[src/rtl/fsel_pkg.sv]
package fsel_pkg;
  localparam int CODE_W   = 5;
  localparam int DOWN_MAX = 3;

  typedef logic [CODE_W-1:0] fs_code_t;

  typedef enum logic {
    SPREAD_DOWN   = 1'b0,
    SPREAD_CENTER = 1'b1
  } spread_mode_e;

  // control byte field view, MSB first
  typedef struct packed {
    logic [3:0] fs_low;        // code bits 3..0
    logic       use_reg;       // 1: code from this byte
    logic       fs_top;        // code bit 4
    logic       spread_on;     // spread enable
    logic       safe_from_reg; // 1: safe code from programmed field
  } ctl_byte_t;

  function automatic spread_mode_e spread_mode_of(fs_code_t code);
    return (int'(code) > DOWN_MAX) ? SPREAD_CENTER : SPREAD_DOWN;
  endfunction
endpackage

[src/rtl/fsel_pin_latch.sv]
module fsel_pin_latch import fsel_pkg::*; (
  input  logic     clk,
  input  logic     rst_n,
  input  logic     strobe_n,
  input  fs_code_t pins,
  input  logic     wd_en_pin,
  output fs_code_t lat_code,
  output logic     lat_wd_en
);
  always_ff @(posedge clk or negedge rst_n) begin
    if (!rst_n) begin
      lat_code  <= '0;
      lat_wd_en <= 1'b0;
    end else if (!strobe_n) begin
      lat_code  <= pins;
      lat_wd_en <= wd_en_pin;
    end
  end


  hold_after_strobe_chk: assert property (@(posedge clk) disable iff (!rst_n)
    strobe_n |=> ($stable(lat_code) && $stable(lat_wd_en)));
endmodule

[src/rtl/fsel_watchdog.sv]
module fsel_watchdog #(
  parameter int CNT_W = 16
) (
  input  logic             clk,
  input  logic             rst_n,
  input  logic             enable,
  input  logic             kick,
  input  logic [CNT_W-1:0] term,
  output logic             fired
);
  logic [CNT_W-1:0] cnt_q;
  logic             at_term;

  assign at_term = (cnt_q == term);

  always_ff @(posedge clk or negedge rst_n) begin
    if (!rst_n) begin
      cnt_q <= '0;
      fired <= 1'b0;
    end else if (!enable || kick) begin
      cnt_q <= '0;
    end else if (!fired) begin
      if (at_term) fired <= 1'b1;
      else         cnt_q <= cnt_q + 1'b1;
    end
  end


  fired_sticky_chk: assert property (@(posedge clk) disable iff (!rst_n)
    fired |=> fired);

  fire_needs_enable_chk: assert property (@(posedge clk) disable iff (!rst_n)
    $rose(fired) |-> $past(enable));

  kick_reload_chk: assert property (@(posedge clk) disable iff (!rst_n)
    kick |=> (cnt_q == '0));
endmodule

[src/rtl/fsel_code_mux.sv]
module fsel_code_mux import fsel_pkg::*; (
  input  fs_code_t     lat_code,
  input  logic [7:0]   ctl_raw,
  input  fs_code_t     safe_cfg,
  input  logic         fired,
  output fs_code_t     eff_code,
  output logic         spread_on,
  output spread_mode_e mode
);
  ctl_byte_t ctl;
  fs_code_t  run_code;
  fs_code_t  safe_code;

  always_comb begin
    ctl       = ctl_byte_t'(ctl_raw);
    run_code  = ctl.use_reg ? {ctl.fs_top, ctl.fs_low} : lat_code;
    safe_code = ctl.safe_from_reg ? safe_cfg : lat_code;
    eff_code  = fired ? safe_code : run_code;
    spread_on = ctl.spread_on;
    mode      = spread_mode_of(eff_code);
  end
endmodule

[src/rtl/fsel_ctrl.sv]
module fsel_ctrl import fsel_pkg::*; #(
  parameter int WD_W = 16
) (
  input  logic              clk,
  input  logic              rst_n,
  input  logic [4:0]        fs_pins,
  input  logic              pg_strobe_n,
  input  logic              wd_en_pin,
  input  logic [7:0]        cfg_b0,
  input  logic [4:0]        cfg_safe,
  input  logic [WD_W-1:0]   wd_term,
  input  logic              wd_kick,
  output logic [4:0]        code_out,
  output logic              code_upd,
  output logic              spread_en,
  output logic              spread_center,
  output logic              wd_fired
);
  fs_code_t     lat_code;
  logic         lat_wd_en;
  fs_code_t     eff_code;
  logic         spread_on;
  spread_mode_e mode;

  fsel_pin_latch u_latch (
    .clk       (clk),
    .rst_n     (rst_n),
    .strobe_n  (pg_strobe_n),
    .pins      (fs_pins),
    .wd_en_pin (wd_en_pin),
    .lat_code  (lat_code),
    .lat_wd_en (lat_wd_en)
  );

  fsel_watchdog #(.CNT_W(WD_W)) u_wdog (
    .clk    (clk),
    .rst_n  (rst_n),
    .enable (lat_wd_en),
    .kick   (wd_kick),
    .term   (wd_term),
    .fired  (wd_fired)
  );

  fsel_code_mux u_mux (
    .lat_code  (lat_code),
    .ctl_raw   (cfg_b0),
    .safe_cfg  (cfg_safe),
    .fired     (wd_fired),
    .eff_code  (eff_code),
    .spread_on (spread_on),
    .mode      (mode)
  );

  always_ff @(posedge clk or negedge rst_n) begin
    if (!rst_n) begin
      code_out      <= '0;
      code_upd      <= 1'b0;
      spread_en     <= 1'b0;
      spread_center <= 1'b0;
    end else begin
      code_out      <= eff_code;
      code_upd      <= (eff_code != code_out);
      spread_en     <= spread_on;
      spread_center <= (mode == SPREAD_CENTER);
    end
  end


  upd_marks_change_chk: assert property (@(posedge clk) disable iff (!rst_n)
    code_upd |-> (code_out != $past(code_out)));

  quiet_hold_chk: assert property (@(posedge clk) disable iff (!rst_n)
    !code_upd |-> $stable(code_out));

  mode_match_chk: assert property (@(posedge clk) disable iff (!rst_n)
    spread_center == (code_out > 5'd3));
endmodule

[config.mk]
export PLATFORM = sky130hd
export DESIGN_NAME = fsel_ctrl
export DESIGN_NICKNAME = d
export VERILOG_FILES = /design/src/rtl/fsel_pkg.sv /design/src/rtl/fsel_pin_latch.sv /design/src/rtl/fsel_watchdog.sv /design/src/rtl/fsel_code_mux.sv /design/src/rtl/fsel_ctrl.sv
export SDC_FILE = /design/constraint.sdc
export NUM_CORES = 1
export LEC_CHECK = 0
export ABC_AREA = 0
export BUFFER_PORTS_ARGS = -buffer_cell sky130_fd_sc_hd__buf_2
export CORE_UTILIZATION = 52
export DETAILED_ROUTE_END_ITERATION = 7
export HOLD_SLACK_MARGIN = 0.05
export MAX_ROUTING_LAYER = met4
export PLACE_DENSITY = 0.84
export SETUP_SLACK_MARGIN = 0.05
export SYNTH_ARGS = -nofsm -noshare
export SYNTH_HDL_FRONTEND = slang
export SYNTH_SLANG_ARGS = --single-unit
[constraint.sdc]
create_clock -name clk -period 2.04 [get_ports clk]
set_clock_uncertainty 0.05 [all_clocks]
set_input_delay 0.306 -clock clk [delete_from_list [all_inputs] [get_ports clk]]
set_output_delay 0.306 -clock clk [all_outputs]
set_load 0.05 [all_outputs]
Yosys cells after proc, flatten, opt, wreduce, memory -nomap -nowiden
Cells that the tools add are included.
{ "classes": {"addsub": 1, "multipliers": 0, "div": 0, "magnitude_cmp": 1, "n_eq_ne": 4, "shift": 0, "n_mux": 9, "bitwise": 0, "n_reduce_logical": 3} }
{ "ops": {"columns": ["cell", "n"], "rows": [
  ["$mux W16", 3],
  ["$add A16 B1 Y16 const B", 1],
  ["$eq A16 B16 Y1", 1],
  ["$mux W5", 3],
  ["$gt A5 B2 Y1 const B", 1],
  ["$ne A5 B5 Y1", 1],
  ["$ne A2 B2 Y1 const B", 2],
  ["$mux W1", 3],
  ["$reduce_and A2 Y1", 1],
  ["$logic_not A1 Y1", 1],
  ["$logic_or A1 B1 Y1", 1]
]} }
{ "totals": {"regBits": 31, "latchBits": 0, "ram_bits": 0, "romBits": 0, "output_inout_bits": 9, "wordCells": 26, "memories": 0} }

Longest topological paths before layout
Gate-level depths: netlist of the first run.
{ "logic_depth": {"word_depth": 4, "depth_mapped": 7, "ltp_nobuf": 6} }

Cells and area by module
A second synthesis of the first run with hierarchy kept.
{ "hier_totals": {"cells_unflattened": 177, "hier_area_um2": 1844.3} }
{ "by_module_without_submodules": {"columns": ["mod", "n_inst", "cells_per_inst", "area_per_inst_um2", "seq_area_each_um2"], "rows": [
  ["fsel_watchdog", 1, 122, 1136.1, 425.4],
  ["fsel_ctrl", 1, 15, 254.0, 200.2],
  ["fsel_pin_latch", 1, 13, 251.5, 150.1],
  ["fsel_code_mux", 1, 27, 202.7, 0.0]
]} }

Worst setup path before layout of the first run
OpenSTA, ideal clock, no wires.
{ "synth_timing": {"path_type": "flip-flop to flip-flop", "from": "reg u_wdog.fired", "to": "reg u_wdog.cnt_q[14]", "setup_ns": 0.079, "t_arrival_ns": 1.721, "path_slack_ns": 0.190, "path_stages_with_launch": 7, "n_path_buf": 2, "cell_sequence": "dfrtp_1 > buf_6 > inv_1 > o41ai_4 > buf_6 > or4_1 > a21oi_1"} }
{ "synth_between": {"elab_chain_cells": 2} }
{ "synth_lines": {"columns": ["item", "line_no", "source"], "rows": [
  ["start: declaration", "fsel_watchdog.sv:9", "output logic fired"],
  ["start signal: assignment", "fsel_watchdog.sv:19", "fired <= 1'b0;"],
  ["start signal: assignment", "fsel_watchdog.sv:23", "if (at_term) fired <= 1'b1;"],
  ["$ne A2 B2 Y1 (no line)", null, null],
  ["$reduce_and A2 Y1 (no line)", null, null],
  ["end signal: assignment", "fsel_watchdog.sv:24", "else cnt_q <= cnt_q + 1'b1;"],
  ["end: declaration", "fsel_watchdog.sv:11", "logic [CNT_W-1:0] cnt_q;"]
]} }
No other way between the ends.
A chain may end at the register's enable or synchronous reset.

Final worst setup path of the first run
{ "layout_timing": {"from": "reg u_wdog.cnt_q[7]", "to": "reg u_wdog.cnt_q[15]"} }
{ "layout_between": {"elab_chain_cells": 4, "elab_cells_between_ends": 7} }
{ "layout_lines": {"columns": ["item", "line_no", "source"], "rows": [
  ["$add A16 B1 Y16", "fsel_watchdog.sv:24", null],
  ["$mux W16", "fsel_watchdog.sv:23", null],
  ["$mux W16", "fsel_watchdog.sv:22", "end else if (!fired) begin"],
  ["$mux W16", "fsel_watchdog.sv:20", "end else if (!enable || kick) begin"]
]} }
Parallel ways exist; a longest one is shown, timed or not. The select of a mux whose other input is x is not followed.

==> summary.txt, run 1 <==
Floorplanning
  – Starting Density: 56.6%
  – Site Rows: 20
  – DIE WIDTH: 60.8 µm
  – Die span in y: 60.8 µm
  – IO Pins: 48
  – Core ar.: 3180 µm²
  – Die area: 3700 µm²

Placement
  – PortBufs: 47
  – Placed Area: 2040 µm²
  – Routability cong.: 0.880
  – Post-DP HPWL: 2.68 mm

Timing
  – Hold WS: 0.151 ns
  – Final cycle utilization of the critical path: 93.4%
  – RSZ-0062 raised after global routing: yes
  – Worst Max-Slew Pin Slew: 0.696 ns
  – Setup Viol. Count Final: 0
  – Total negative slack: 0 ns
  – Normalized max-slew margin: 53.6%
  – Slew Viols, Final: 0
  – Final Hold Fails: 0
  – Minimum clock period: 1.90 ns
  – Peak Freq: 525 MHz

Worst setup path
  – Worst setup SP type: flip-flop
  – Critical Path Fanout Max: 15
  – Worst Path Arrival: 2.12 ns
  – CP endpoint kind: flip-flop
  – Crit Path Category: flip-flop to flip-flop
  – Data required, critical path: 2.25 ns

Yosys
  – Most frequent cell after synthesis: dfrtp_1
  – Top cells by count, synth: dfrtp_1, xnor2_1, a21oi_1, o21ai_1
  – Number of enable flip-flop cells after synthesis: 0
  – Top cell type's share of synthesized area: 43.1%
  – Distinct cells, synth: 34
  – Ys Warns: 0
  – Mean post-synth cell area: 10.7 µm²
  – Fraction of registers with async set/reset: 100%
  – Yosys reg bits: 31
  – Top cells by area, synth: dfrtp_1, xnor2_1, mux2i_1, mux2_2, a21oi_1
  – Seq/Total Area, Yosys: 43.1%
  – Mapped Area: 1800 µm²
  – Mapped Nets: 208
  – Ys flop type: dfrtp_1
  – Cells after Synth: 168
  – Leading area contributor after synthesis: dfrtp_1

Layout
  – Layout cells sized above 1: 37.9%
  – Final instance area: 2140 µm²
  – Antenna Cells: 0
  – Final core utilization: 67.4%
  – Total Nets Final: 259
  – Area growth syn-to-layout: 19.1%
  – Fill cell count: 273

Global routing
  – Largest net degree at the start of global routing: 32
  – Grt total ovfl: 0
  – Initial antenna violation count: 0
  – Vias in the first global route: 1342
  – Global-route wire length before repair: 5.95 mm
  – Gr usage total: 23.3%

Routing
  – WL/cell: 13.8 µm
  – Via count: 1451
  – WL final: 3.62 mm
  – Drt first pass iters: 4
  – Drt drc: 0
  – Vias per cell: 5.52
  – Drt first-iter violations: 35
  – ANT nets after route: 0

Power
  – PD cells: 628 nW/µm²
  – Leak pwr: 0.867 nW
  – Total power: 1.35 mW
  – Max IR drop VDD: 0.398 mV

Min path
  – Min-Delay Path Class: input port to flip-flop

Clock tree
  – Latest clock arrival within the worst-skew pair: 0.35 ns
  – CTS Buf Count: 5
  – Clock root cell: clkbuf_4
  – CTS tree: built
  – Clock buffer depth: 2
  – Setup Fix Bufs, Post-CTS: 0
  – Worst-path clk slew: 0.11 ns
  – Clk sinks: 31
  – H-tree levels: 2

Status
  – Outcome: complete, no violations

Flow run
  – Reported max-cap violation count: 0
-- per-stage QoR --
stage	setup slack [ns]	std cells
final	0.135	263
after global routing	0.0471	263
after CTS	0.148	263
after detailed placement	0.173	254
after global placement	0.193	254
after floorplan	0.190	168
-- path summary, 6_finish.rpt --
kind / cells past startpoint / endpoint / slack (ns) / start
min reg2reg: 2 / code_upd / 0.48 / code_out[4]
max: 6 / u_wdog.cnt_q[15] / 0.14 / u_wdog.cnt_q[7]
min in group asynchronous: 2 / u_wdog.cnt_q[2] / 0.48 / rst_n
max in group asynchronous: 2 / u_wdog.cnt_q[6] / 1.00 / rst_n
min: 2 / u_latch.lat_code[0] / 0.15 / fs_pins[0]
max reg2reg: 6 / u_wdog.cnt_q[15] / 0.14 / u_wdog.cnt_q[7]
-- worst max-delay path: stages (launching register included) --
cell and delay, ns:
dfrtp_1 0.49, xnor2_1 0.18, nand4_2 0.13, o41ai_4 0.09, buf_4 0.19, or4_1 0.50, a21oi_1 0.18
-- flip-flops by register name, indices dropped and copies added, names as in the netlist --
register,flops
u_wdog.fired,1
spread_center,1
u_wdog.cnt_q,16
code_upd,1
code_out,5
spread_en,1
u_latch.lat_wd_en,1
u_latch.lat_code,5
-- power by group --
| group | switching [mW] | internal (mW) | total [mW] | leakage (nW) |
|---|---|---|---|---|
| logic | 0.130 | 0.0899 | 0.220 | 0.438 |
| clock network | 0.217 | 0.253 | 0.470 | 0.0383 |
| registers | 0.0165 | 0.640 | 0.656 | 0.391 |
| total | 0.363 | 0.982 | 1.35 | 0.867 |
-- what timing repair did --
item	in CTS	in global routing
hold buffers	2	0
endpoints found under the setup margin	0	3
gates resized for setup	0	3
hold endpoints to repair	32	0
-- cell usage in the layout (no fill, tap or decap), types with 2 or more instances in the layout --
cell	count
buf_2	47
dfrtp_1	31
xnor2_1	18
a21oi_1	12
o21ai_1	11
mux2i_1	9
nand3_1	8
or3_1	7
mux2_2	6
nand2_1	5
a21oi_2	5
clkbuf_4	5
nor2b_1	4
nand4_2	4
inv_1	4
or3_2	4
o31ai_1	4
or4_1	4
buf_4	4
a211oi_1	3
xor2_1	3
nand4_1	3
nor2_1	2
nor2_2	2
dlygate4sd3_1	2
-- area by class of cell --
cell class | instances | area, µm² | area share [%]
multi-input cells | 124 | 940 | 43.9
flip-flops and latches | 31 | 776 | 36.2
repair buffers | 53 | 285 | 13.3
well taps | 44 | 55.1 | 2.57
clock buffers | 6 | 41.3 | 1.93
clock inverters | 1 | 30.0 | 1.40
inverters | 4 | 15.0 | 0.701
-- metal layers --
metal / part of all wire [%] / global-route usage (%) / up-vias / wire length (µm)
li1: - / - / 710 / -
met1: 45 / 29.3 / 692 / 1640
met2: 48 / 37.0 / 45 / 1730
met3: 6.0 / 4.69 / 4 / 217
met4: 0.80 / 8.77 / 0 / 29
met5: 0 / - / - / 0
-- kinds of logic (layout without fill, tap and decap cells) --
logic type	after synthesis	count (layout)	share of synthesized area, %
buf+inv	13	64	5.15
compound gates	37	37	13.8
mux	15	15	8.77
flops	31	31	43.1
fa+ha+maj	1	1	0.696
xor+xnor	22	22	11.1
simple gates	49	49	17.3
Power figures use the tool's default switching activity.
==> inputs of run 2 (changes only) <==
--- a/config.mk
+++ b/config.mk
@@ -7,6 +7,7 @@
 export LEC_CHECK = 0
 export ABC_AREA = 0
 export BUFFER_PORTS_ARGS = -buffer_cell sky130_fd_sc_hd__buf_2
+export CORE_MARGIN = 2
 export CORE_UTILIZATION = 52
 export DETAILED_ROUTE_END_ITERATION = 7
 export HOLD_SLACK_MARGIN = 0.05
==> summary.txt, run 2 (synthesis results as in run 1) <==
Power
  – Total power: 1.35 mW (+0.64%)
  – Max IR drop VDD: 0.246 mV (-38%)
  – Leak pwr: 0.884 nW (+2.0%)
  – PD cells: 623 nW/µm² (-0.75%)

Worst setup path
  – Crit-path leading delay family: simple AND/OR/NAND/NOR gates
  – Worst Path Arrival: 2.09 ns (-0.03 ns)
  – Buffers & Inverters on Critical Path: 1 (unchanged)
  – CP cell instances: xnor2_2 > nand4_2 > o41ai_4 > buf_4 > or4_1 > a21oi_1
  – Critical Path Max Stage Delay: 0.50 ns (about the same)
  – Worst setup SP type: flip-flop
  – Data required, critical path: 2.24 ns (about the same)
  – CP endpoint kind: flip-flop
  – Crit Path Category: flip-flop to flip-flop
  – Critical Path Fanout Max: 14 (-1)
  – CP max stage cell: dfrtp_1

Routing
  – DRT met1 WL: 1.63 mm (-0.85%)
  – Via count: 1449 (-0.14%)
  – ANT nets after route: 0 (unchanged)
  – Top routing layer in use: met4
  – Drt drc: 0 (unchanged)
  – Vias per cell: 5.45 (-1.3%)
  – WL met2: 1.77 mm (+2.1%)
  – Met3 routed WL: 256 µm (+18%)
  – WL final: 3.73 mm (+3.1%)
  – Drt first pass iters: 4 (unchanged)
  – WL/cell: 14.0 µm (+1.9%)
  – Drt first-iter violations: 54 (+54%)

Timing
  – Normalized max-slew margin: 54.7% (+1.1 points)
  – Worst Max-Slew Pin Slew: 0.680 ns (-0.0164 ns)
  – Peak Freq: 530 MHz (+0.97%)
  – Final Hold Fails: 0 (unchanged)
  – Total negative slack: 0 ns (unchanged)
  – Setup Viol. Count Final: 0 (unchanged)
  – Final cycle utilization of the critical path: 92.5% (-0.90 points)
  – RSZ-0062 raised after global routing: yes
  – Slew Viols, Final: 0 (unchanged)
  – Minimum clock period: 1.89 ns (-0.0183 ns)

Placement
  – Post-DP HPWL: 2.82 mm (+5.3%)
  – Routability cong.: 0.881 (+0.10%)
  – PortBufs: 47 (unchanged)

Floorplanning
  – Site Rows: 21 (+5.0%)
  – Die area: 3940 µm² (+6.7%)
  – Die span in y: 62.8 µm (+3.3%)
  – IO Pins: 48 (unchanged)
  – DIE WIDTH: 62.8 µm (+3.3%)
  – Core ar.: 3340 µm² (+5.0%)
  – Starting Density: 53.9% (-2.7 points)

Layout
  – Most frequent cells in the layout: buf_2, dfrtp_1, xnor2_1, a21oi_1, o21ai_1
  – Fill cell count: 282 (+3.3%)
  – Total Nets Final: 259 (unchanged)
  – Max FFs per register: 16 (unchanged)
  – Area growth syn-to-layout: 20.8%
  – Final core utilization: 65.1% (-2.3 points)
  – Most common cell after layout, fill and taps aside: buf_2
  – Register area: 777 µm² (+0.16%)
  – Antenna Cells: 0 (unchanged)
  – Largest register by flop count: u_wdog.cnt_q
  – Layout cells sized above 1: 39.1% (+1.2 points)
  – Largest registers: u_wdog.cnt_q (16), code_out (5), u_latch.lat_code (5)
  – Multi-input gate area: 952 µm² (+1.3%)

Flow run
  – Reported max-cap violation count: 0 (unchanged)

Clock tree
  – H-tree levels: 2 (unchanged)
  – Latest clock arrival within the worst-skew pair: 0.33 ns (-0.02 ns)
  – Clk sinks: 31 (unchanged)
  – CTS Buf Count: 5 (unchanged)
  – Clock buffer depth: 2 (unchanged)
  – CTS tree: built
  – Clock root cell: clkbuf_4
  – Worst-path clk slew: 0.10 ns (about the same)

Status
  – Outcome: complete, no violations

Min path
  – Min-Delay Path Class: input port to flip-flop

Global routing
  – Initial antenna violation count: 0 (unchanged)
  – Global-route wire length before repair: 6.30 mm (+5.9%)
  – Grt total ovfl: 0 (unchanged)
  – Largest net degree at the start of global routing: 32 (unchanged)
  – Gr usage total: 21.2% (-2.1 points)
  – Vias in the first global route: 1345 (+0.22%)
## run 2: area by class of cell
class	count	area share, %
clock buffers	5	1.73
multi-input cells	124	43.8
repair buffers	53	13.3
flip-flops and latches	31	35.8
inverters	4	0.691
clock inverters	3	2.02
well taps	46	2.65
## run 2: stage by stage
step           hold slack (ns)  cells  cell area (µm²)  worst slack [ns]
6_report                 0.154    266             2170             0.154
3_3_place_gp             0.331    256             2040             0.134
3_5_place_dp             0.336    256             2040            0.0809
2_1_floorplan          -0.0396    168             1800             0.190
4_1_cts                  0.140    266             2150             0.121
5_1_grt                  0.127    266             2170           0.00979
## run 2: repair_timing
action	in CTS	in global routing
endpoints found under the hold margin	32	0
setup buffers	0	0
pin swaps	0	1
hold buffers	2	0
setup endpoints to repair	1	13
gates resized for setup	1	5
## run 2: layer usage
layer | vias to the layer above | global-route usage, %
li1 | 708 | -
met1 | 674 | 27.0
met2 | 58 | 33.7
met3 | 9 | 3.96
met4 | 0 | 8.33
met5 | - | -
## run 2: power breakdown
part / total, mW / switching (mW) / internal [mW]
clock network: 0.475 / 0.218 / 0.258
registers: 0.656 / 0.0159 / 0.640
logic: 0.223 / 0.132 / 0.0912
## run 2: path summary, 6_finish.rpt
path / startpoint / to / slack (ns) / cells after the start
setup reg to reg: u_wdog.cnt_q[6] / u_wdog.cnt_q[11] / 0.15 / 6
max in group asynchronous: rst_n / u_wdog.cnt_q[0] / 0.99 / 2
min in group asynchronous: rst_n / spread_en / 0.48 / 2
setup / recovery: u_wdog.cnt_q[6] / u_wdog.cnt_q[11] / 0.15 / 6
hold / removal: wd_en_pin / u_latch.lat_wd_en / 0.15 / 2
hold reg to reg: u_wdog.fired / u_wdog.fired / 0.48 / 2
